## config.mk

```make
export PLATFORM = sky130hd
export DESIGN_NAME = fault_event_logger
export DESIGN_NICKNAME = d
export VERILOG_FILES = /design/src/rtl/flt_log_pkg.sv /design/src/rtl/flt_stage.sv /design/src/rtl/flt_store.sv /design/src/rtl/fault_event_logger.sv
export SDC_FILE = /design/constraint.sdc
export NUM_CORES = 2
export LEC_CHECK = 0
export ABC_AREA = 0
export CAP_MARGIN = 20
export CORE_MARGIN = 3
export CORE_UTILIZATION = 30
export CTS_CLUSTER_SIZE = 40
export DETAILED_ROUTE_END_ITERATION = 16
export PLACE_DENSITY = 0.54
export SYNTH_ARGS = -nofsm -noshare
export SYNTH_HDL_FRONTEND = slang
export SYNTH_HIERARCHICAL = 1
export SYNTH_SLANG_ARGS = --single-unit
```

## constraint.sdc

```tcl
create_clock -name clk -period 3.2 [get_ports clk]
set_clock_uncertainty 0.05 [all_clocks]
set_input_delay 0.32 -clock clk [delete_from_list [all_inputs] [get_ports clk]]
set_output_delay 0.32 -clock clk [all_outputs]
set_load 0.02 [all_outputs]
```

## src/rtl/flt_log_pkg.sv

```systemverilog
package flt_log_pkg;
    localparam int TS_W    = 32;
    localparam int RAIL_W  = 4;
    localparam int CLS_W   = 3;
    localparam int MEAS_W  = 12;
    localparam int STEP_W  = 4;
    localparam int RETRY_W = 3;
    localparam int DROP_W  = 8;

    typedef enum logic [CLS_W-1:0] {
        EV_OVERVOLT  = 3'd0,
        EV_UNDERVOLT = 3'd1,
        EV_OVERCURR  = 3'd2,
        EV_OVERTEMP  = 3'd3,
        EV_WDOG      = 3'd4
    } ev_class_e;

    typedef struct packed {
        logic [TS_W-1:0]    ts;
        logic [RAIL_W-1:0]  rail;
        logic [CLS_W-1:0]   cls;
        logic [MEAS_W-1:0]  volt;
        logic [MEAS_W-1:0]  curr;
        logic [MEAS_W-1:0]  temp;
        logic               pgood;
        logic [STEP_W-1:0]  step;
        logic [RETRY_W-1:0] retry;
    } snap_t;
endpackage

```

## src/rtl/flt_stage.sv

```systemverilog
module flt_stage
    import flt_log_pkg::*;
#(
    parameter int DEPTH   = 4,
    parameter int TIMEOUT = 64,
    localparam int CNT_W  = $clog2(DEPTH + 1),
    localparam int PW     = (DEPTH > 1) ? $clog2(DEPTH) : 1,
    localparam int TW     = $clog2(TIMEOUT + 1)
) (
    input  logic  clk,
    input  logic  rst_n,
    input  logic  push,
    input  snap_t push_data,
    input  logic  pwr_loss,
    input  logic  drain_ack,
    output logic  drain_req,
    output snap_t drain_data
);
    typedef struct packed {
        snap_t [DEPTH-1:0] slots;
        logic [PW-1:0]     rp;
        logic [PW-1:0]     wp;
        logic [CNT_W-1:0]  cnt;
        logic [TW-1:0]     tmr;
        logic              flush;
    } stage_t;

    stage_t s_d, s_q;
    logic pop, push_ok;

    always_comb begin
        s_d     = s_q;
        pop     = drain_ack && s_q.flush && (s_q.cnt != '0);
        push_ok = push && ((s_q.cnt != CNT_W'(DEPTH)) || pop);
        if (push_ok) begin
            s_d.slots[s_q.wp] = push_data;
            s_d.wp = (s_q.wp == PW'(DEPTH - 1)) ? '0 : s_q.wp + 1'b1;
        end
        if (pop) begin
            s_d.rp = (s_q.rp == PW'(DEPTH - 1)) ? '0 : s_q.rp + 1'b1;
        end
        case ({push_ok, pop})
            2'b10:   s_d.cnt = s_q.cnt + 1'b1;
            2'b01:   s_d.cnt = s_q.cnt - 1'b1;
            default: s_d.cnt = s_q.cnt;
        endcase
        if (s_d.cnt == '0) begin
            s_d.tmr   = '0;
            s_d.flush = 1'b0;
        end else begin
            if ((s_q.cnt != '0) && !s_q.flush && (s_q.tmr != TW'(TIMEOUT)))
                s_d.tmr = s_q.tmr + 1'b1;
            s_d.flush = s_q.flush || (s_d.cnt == CNT_W'(DEPTH)) ||
                        (s_d.tmr >= TW'(TIMEOUT)) || pwr_loss;
        end
    end

    always_ff @(posedge clk) begin
        if (!rst_n) s_q <= '0;
        else        s_q <= s_d;
    end

    assign drain_req  = s_q.flush && (s_q.cnt != '0);
    assign drain_data = s_q.slots[s_q.rp];

    assert_no_overflow_R6: assert property (@(posedge clk) disable iff (!rst_n)
        s_q.cnt <= CNT_W'(DEPTH));

    assert_full_flushes_R6: assert property (@(posedge clk) disable iff (!rst_n)
        (s_q.cnt == CNT_W'(DEPTH)) |-> drain_req);

    assert_pwrloss_flush_R9: assert property (@(posedge clk) disable iff (!rst_n)
        (pwr_loss && (s_q.cnt != '0) && !drain_ack) |=> drain_req);
endmodule

```

## src/rtl/flt_store.sv

```systemverilog
module flt_store
    import flt_log_pkg::*;
#(
    parameter int DEPTH  = 16,
    localparam int IDX_W = $clog2(DEPTH)
) (
    input  logic             clk,
    input  logic             rst_n,
    input  logic             we,
    input  snap_t            wdata,
    input  logic [IDX_W-1:0] rd_idx,
    output snap_t            rdata,
    output logic [IDX_W-1:0] wr_ptr,
    output logic             wrapped
);
    typedef struct packed {
        snap_t [DEPTH-1:0] mem;
        logic [IDX_W-1:0]  ptr;
        logic              wrap;
    } store_t;

    store_t s_d, s_q;

    always_comb begin
        s_d = s_q;
        if (we) begin
            s_d.mem[s_q.ptr] = wdata;
            if (s_q.ptr == IDX_W'(DEPTH - 1)) begin
                s_d.ptr  = '0;
                s_d.wrap = 1'b1;
            end else begin
                s_d.ptr = s_q.ptr + 1'b1;
            end
        end
    end

    always_ff @(posedge clk) begin
        if (!rst_n) s_q <= '0;
        else        s_q <= s_d;
    end

    assign rdata   = s_q.mem[rd_idx];
    assign wr_ptr  = s_q.ptr;
    assign wrapped = s_q.wrap;

    assert_wrap_sticky_R11: assert property (@(posedge clk) disable iff (!rst_n)
        wrapped |=> wrapped);

    assert_wrap_point_R11: assert property (@(posedge clk) disable iff (!rst_n)
        (we && (wr_ptr == IDX_W'(DEPTH - 1))) |=> ((wr_ptr == '0) && wrapped));
endmodule

```

## src/rtl/fault_event_logger.sv

```systemverilog
module fault_event_logger
    import flt_log_pkg::*;
#(
    parameter int          LOG_DEPTH   = 16,
    parameter int          STAGE_DEPTH = 4,
    parameter int          TIMEOUT     = 64,
    parameter logic [7:0]  CRIT_MASK   = 8'hF5,
    localparam int         IDX_W       = $clog2(LOG_DEPTH)
) (
    input  logic               clk,
    input  logic               rst_n,
    input  logic               ev_valid,
    input  logic [CLS_W-1:0]   ev_class,
    input  logic [RAIL_W-1:0]  ev_rail,
    input  logic [MEAS_W-1:0]  ev_volt,
    input  logic [MEAS_W-1:0]  ev_curr,
    input  logic [MEAS_W-1:0]  ev_temp,
    input  logic               ev_pgood,
    input  logic [STEP_W-1:0]  ev_step,
    input  logic [RETRY_W-1:0] ev_retry,
    input  logic               wr_protect,
    input  logic               pwr_loss,
    input  logic [IDX_W-1:0]   rd_idx,
    output logic [TS_W-1:0]    rd_ts,
    output logic [RAIL_W-1:0]  rd_rail,
    output logic [CLS_W-1:0]   rd_class,
    output logic [MEAS_W-1:0]  rd_volt,
    output logic [MEAS_W-1:0]  rd_curr,
    output logic [MEAS_W-1:0]  rd_temp,
    output logic               rd_pgood,
    output logic [STEP_W-1:0]  rd_step,
    output logic [RETRY_W-1:0] rd_retry,
    output logic [IDX_W-1:0]   wr_ptr,
    output logic               wrapped,
    output logic [DROP_W-1:0]  drop_count
);
    typedef struct packed {
        logic [TS_W-1:0]   ts;
        logic [DROP_W-1:0] drop;
    } top_t;

    top_t  t_d, t_q;
    snap_t ev_snap, drain_data, log_data, rdata;
    logic  is_crit, crit_now, drain_req, drain_ack, stage_push, log_we;

    always_comb begin
        ev_snap = '{ts: t_q.ts, rail: ev_rail, cls: ev_class, volt: ev_volt,
                    curr: ev_curr, temp: ev_temp, pgood: ev_pgood,
                    step: ev_step, retry: ev_retry};
        is_crit    = CRIT_MASK[ev_class];
        crit_now   = ev_valid && is_crit && !wr_protect;
        stage_push = ev_valid && !is_crit && !wr_protect;
        drain_ack  = drain_req && !wr_protect && !crit_now;
        log_we     = crit_now || drain_ack;
        log_data   = crit_now ? ev_snap : drain_data;

        t_d    = t_q;
        t_d.ts = t_q.ts + 1'b1;
        if (ev_valid && wr_protect && (t_q.drop != '1))
            t_d.drop = t_q.drop + 1'b1;
    end

    always_ff @(posedge clk) begin
        if (!rst_n) t_q <= '0;
        else        t_q <= t_d;
    end

    flt_stage #(.DEPTH(STAGE_DEPTH), .TIMEOUT(TIMEOUT)) u_stage (
        .clk        (clk),
        .rst_n      (rst_n),
        .push       (stage_push),
        .push_data  (ev_snap),
        .pwr_loss   (pwr_loss),
        .drain_ack  (drain_ack),
        .drain_req  (drain_req),
        .drain_data (drain_data)
    );

    flt_store #(.DEPTH(LOG_DEPTH)) u_store (
        .clk     (clk),
        .rst_n   (rst_n),
        .we      (log_we),
        .wdata   (log_data),
        .rd_idx  (rd_idx),
        .rdata   (rdata),
        .wr_ptr  (wr_ptr),
        .wrapped (wrapped)
    );

    assign rd_ts      = rdata.ts;
    assign rd_rail    = rdata.rail;
    assign rd_class   = rdata.cls;
    assign rd_volt    = rdata.volt;
    assign rd_curr    = rdata.curr;
    assign rd_temp    = rdata.temp;
    assign rd_pgood   = rdata.pgood;
    assign rd_step    = rdata.step;
    assign rd_retry   = rdata.retry;
    assign drop_count = t_q.drop;

    assert_ts_monotonic_R3: assert property (@(posedge clk) disable iff (!rst_n)
        (t_q.ts != '1) |=> (t_q.ts == $past(t_q.ts) + 1'b1));

    assert_crit_through_R4: assert property (@(posedge clk) disable iff (!rst_n)
        (ev_valid && is_crit && !wr_protect) |=> (wr_ptr == IDX_W'($past(wr_ptr) + 1'b1)));

    assert_routine_held_R5: assert property (@(posedge clk) disable iff (!rst_n)
        (ev_valid && !is_crit && !drain_req) |=> (wr_ptr == $past(wr_ptr)));

    assert_wp_no_commit_R10: assert property (@(posedge clk) disable iff (!rst_n)
        wr_protect |=> (wr_ptr == $past(wr_ptr)));

    assert_drop_count_R10: assert property (@(posedge clk) disable iff (!rst_n)
        (ev_valid && wr_protect && (drop_count != '1)) |=> (drop_count == $past(drop_count) + 1'b1));
endmodule

```

# == After elaboration in Yosys (flattened, before gate mapping) ==
# Memory sizes are Yosys's and may differ from the RTL's.
# Index checks and enable logic that the tools add are counted.
# word_totals
ff_bits,1720
rom_bits,8
inputBits,60
out_inout_bits,96
elab_cells,263
n_memories,1
# op_classes
n_addsub,8
n_lt_le_gt_ge,8
n_eq_ne,9
n_mux,18
bitwise,1
reduce_logical,29
# mem_list
name,words,word_bits,read_ports,rd_ports_with_merged_regs,wr,line,text
(no name shown),8,1,1,0,0,fault_event_logger.sv:50,is_crit = CRIT_MASK[ev_class];
# op_table
operator,count
$bwmux 1328,1
$mux 83,5
$bmux 83 s4,1
$bwmux 332,1
$demux 83 s4,1
$bmux 83 s2,1
$demux 83 s2,1
$add 32x1->32 const B,1
$logic_and 1x1->1,16
$mux 7,2
$lt 4x5->1 const B,2
$add 8x1->8 const B,1
$ne 8x8->1 const B,1
$add 7x1->7 const B,1
$ge 7x7->1 const B,1
$ne 7x7->1 const B,1
$eq 2x2->1 const B,3
$lt 2x3->1 const B,2
$pmux 3 s2,1
$logic_or 1x1->1,5
$add 2x1->2 const B,2
$add 4x1->4 const B,1
$eq 4x4->1 const B,1
$ge 4x1->1 const B,1
16 further kinds,20

# == Depth between registers and ports, before layout ==
# logic_depth
word_depth,17
depth_mapped,14
ltp_nobuf,14

# == By module ==
# The synthesis kept the hierarchy.
# modules_own_cells
module,n_inst,cells_per_inst,area_each_um2,seq_area_each_um2
flt_store,1,6680,59284.4,26685.6
flt_stage,1,1359,15006.9,6946.7
fault_event_logger,1,319,2841.5,800.8

# == Least setup slack after synthesis ==
# OpenSTA, ideal clock, no wires.
# synth_path
path_type,input-to-reg
start,input port wr_protect
end,register (tool-made name)
t_arrival_ns,3.108
required_time_ns,3.015
slack_ns,-0.093
stages,14
n_path_buf,1
cell_sequence,nand2b_1 -> a21oi_1 -> clkbuf_1 -> nor2_1 -> nand2_2 -> a31oi_4 -> inv_1 -> ha_1 -> inv_1 -> fa_1 -> and3b_1 -> a21oi_1 -> o31ai_2 -> nor2_1
# synth_rtl
element,line,text
from (decl),fault_event_logger.sv:21,"input logic wr_protect,"

# == Worst setup path in the final report ==
# layout_path
start,register u_store/s_q[335] (netlist name)
end,output port rd_ts[30]
# layout_via
elab_chain_len,2
# layout_rtl
element,line,text
from (decl),flt_store.sv:22,"store_t s_d, s_q;"
from (signal assigned),flt_store.sv:38,if (!rst_n) s_q <= '0;
from (signal assigned),flt_store.sv:39,else s_q <= s_d;
$bmux 83 s4,flt_store.sv:42,assign rdata = s_q.mem[rd_idx];
$mux 83 (not written as such),flt_store.sv:42,
to (decl),fault_event_logger.sv:24,"output logic [TS_W-1:0] rd_ts,"
# Every way passes these cells. The select of a mux whose other input is x is not followed.

==> impl_metrics.env <==
export IMPL_synth_top_area_share_pct=44.64
export IMPL_p_total_mw=45.71
export IMPL_critPathKind="register to output pin"
export IMPL_min_path_type="primary input to register"
export IMPL_synthFlopType="dfxtp_1"
export IMPL_grt_pass1_wl_um=394700
export IMPL_grt_pass1_vias=59780
export IMPL_die_height_um=513.1
export IMPL_synth_area_top_cells="dfxtp_1 (45%), nand2_1 (15%), a21boi_1 (12%)"
export IMPL_synthesis_nets=8433
export IMPL_nets=8260
export IMPL_vias=61110
export IMPL_vias_per_cell=5.219
export IMPL_wl_per_cell_um=22.68
export IMPL_worst_pin_slew_ns=0.9115
export IMPL_yosys_warnings=6
export IMPL_dieArea_mm2=0.2632
export IMPL_synthCells=8358
export IMPL_syn_area_mm2=0.07713
export IMPL_synth_compound_area_share_pct=15.05
export IMPL_overflow=0
export IMPL_rsz0062_at_grt="false"
export IMPL_instances_no_fill=11710
export IMPL_yosysMostFrequentCell="nand2_1"
export IMPL_area_growth_pct=16.89
export IMPL_synth_area_per_cell_um2=9.229
export IMPL_htree_levels=4
export IMPL_cts_sinks=1720
export IMPL_synth_mux_area_share_pct=17.73
export IMPL_dp_hpwl_um=165700
export IMPL_drive_gt1_share_pct=14.34
export IMPL_outcome="finished, final reports clean"
export IMPL_setup_slack_ns=0.06255
export IMPL_finalSetupTns_ns=0
export IMPL_path_clk_slew_ns=0.06
export IMPL_fin_crit_ns=3.137
export IMPL_die_w_um=513.1
export IMPL_synthAdderAreaFrac_pct=0.2531
export IMPL_fin_hold_ws_ns=0.07120
export IMPL_routed_wl_um=265600
export IMPL_fin_util_pct=35.38
export IMPL_cap_violations=0
export IMPL_gp_congestion=0.7947
export IMPL_final_area_mm2=0.09016
export IMPL_ys_types=56
export IMPL_synth_simple_area_share_pct=16.80
export IMPL_start_util_pct=30.27
export IMPL_leakage_nw=29.48
export IMPL_clkLatencyLatePin_ns=0.82
export IMPL_slew_violations=0
export IMPL_hold_viol=0
export IMPL_start_kind="register"
export IMPL_dr_pass1_iters=6
export IMPL_place_ws_ns=-0.1809
export IMPL_grt_max_degree=211
export IMPL_crit_fanout=2
export IMPL_gr_usage_all_layers_pct=19.58
export IMPL_clock_path_buffers=3
export IMPL_numCtsBuffers=192
export IMPL_period_share_pct=98.05
export IMPL_cts_root_buf="clkbuf_16"
export IMPL_rows=185
export IMPL_drt_initial_drc_count=5452
export IMPL_cts_tree="done"
export IMPL_required_ns=2.83
export IMPL_synthXorXnorAreaFrac_pct=0.2725
export IMPL_postRouteAntennaNets=0
export IMPL_setup_violations_final=0
export IMPL_yosysTopAreaCell="dfxtp_1"
export IMPL_synth_seq_cells=1720
export IMPL_max_slew_margin_pct=39.23
export IMPL_dp_cells=11360
export IMPL_antenna_found_initial=16
export IMPL_synth_commonest_cells="nand2_1 (3176), dfxtp_1 (1720), a21boi_1 (1255), clkbuf_1 (516), mux4_2 (415)"
export IMPL_route_detailed_drc=0
export IMPL_synth_edf_count=0
export IMPL_p_per_area_mw_per_mm2=507.0
export IMPL_critPathArrivalTime_ns=2.77
export IMPL_synth_top_family_by_area="multiplexers"
export IMPL_placed_area_mm2=0.08382
export IMPL_async_flop_share_pct=0
export IMPL_end_kind="output pin"
export IMPL_vdd_drop_max_mv=0.5550
export IMPL_yosysSeqAreaShare_pct=44.64
export IMPL_num_io_pins=156
export IMPL_max_freq_ghz=0.3187
export IMPL_io_buffers=155
export IMPL_coreArea_mm2=0.2549
-- cell type report --
class	instances	area, um2
Antenna cell	10	25.02
Clock buffer	290	5717
Clock inverter	52	539.3
Fill cell	25290	164700
Inverter	23	86.33
Multi-Input combinational cell	5765	38850
Sequential cell	1720	34440
Tap cell	3366	4212
Timing Repair Buffer	483	6297
-- power breakdown --
group	internal (mW)	switching [mW]	total (mW)
Combinational	0.859	1.36	2.21
Clock	12.6	9.42	22.0
Sequential	21.5	0.0322	21.5
-- cells in the final DEF (no fill, tap or decap), drive strengths merged, types with 14 or more instances in the layout --
| cell type | Yosys | final |
|---|---|---|
| clkinv | 0 | 33 |
| nor2 | 38 | 38 |
| nand4 | 14 | 14 |
| clkbuf | 516 | 290 |
| mux2 | 81 | 81 |
| nand2 | 3177 | 3177 |
| xnor2 | 14 | 14 |
| inv | 23 | 33 |
| clkdlybuf4s50 | 0 | 118 |
| a22oi | 166 | 166 |
| dfxtp | 1720 | 1720 |
| buf | 334 | 357 |
| mux4 | 415 | 415 |
| ha | 14 | 14 |
| a21oi | 19 | 19 |
| a21boi | 1329 | 1329 |
| mux2i | 341 | 341 |
-- critical path: stages (launching register included) --
cell	delay, ns
dfxtp_1	0.31
mux4_2	0.52
a22oi_1	0.33
nand2_1	0.19
clkdlybuf4s50_1	0.58
-- flip-flops by register name, summed over array words and instances, names as in the netlist, named ones only --
name,count
u_store/s_q,1328
drop_count,8
u_store/wrapped,1
u_store/wr_ptr,4
u_stage/s_q,345
ev_snap,32
-- logic make-up (layout without fill, tap and decap cells) --
| logic type | Yosys count | in the layout |
|---|---|---|
| AND/OR/NAND/NOR | 3337 | 3337 |
| other | 0 | 10 |
| XOR/XNOR | 24 | 24 |
| buffers and inverters | 873 | 848 |
| AO/OA/AOI/OAI | 1552 | 1552 |
| multiplexers | 837 | 837 |
| flip-flops | 1720 | 1720 |
| adder cells (fa/ha/maj) | 15 | 15 |
-- worst paths after layout --
kind	start	to	slack [ns]	cells past startpoint
setup reg to reg	u_stage/s_q[8]	u_stage/s_q[0]	0.23	15
setup / recovery	u_store/s_q[335]	rd_ts[30]	0.06	4
hold reg to reg	u_store/s_q[585]	u_store/s_q[585]	0.40	2
hold / removal	pwr_loss	u_stage/s_q[0]	0.07	3
-- what timing repair did --
item | in CTS | in global routing
hold buffers | 1 | 0
endpoints found under the hold margin | 33 | 0
buffers inserted | 0 | 1
setup endpoints to repair | 13 | 14
gates resized for setup | 7 | 8
pin swaps | 0 | 1
cloned | 0 | 0
-- layer usage --
metal  global-route usage (%)  part of all wire (%)  vias up
li1                         -                     -    27790
met1                    27.01                    45    30800
met2                    31.53                    46     2061
met3                    3.230                   6.4      436
met4                    5.524                   2.5       18
met5                        0                 0.048        -
Note: power is estimated with default switching activity, not from simulation.
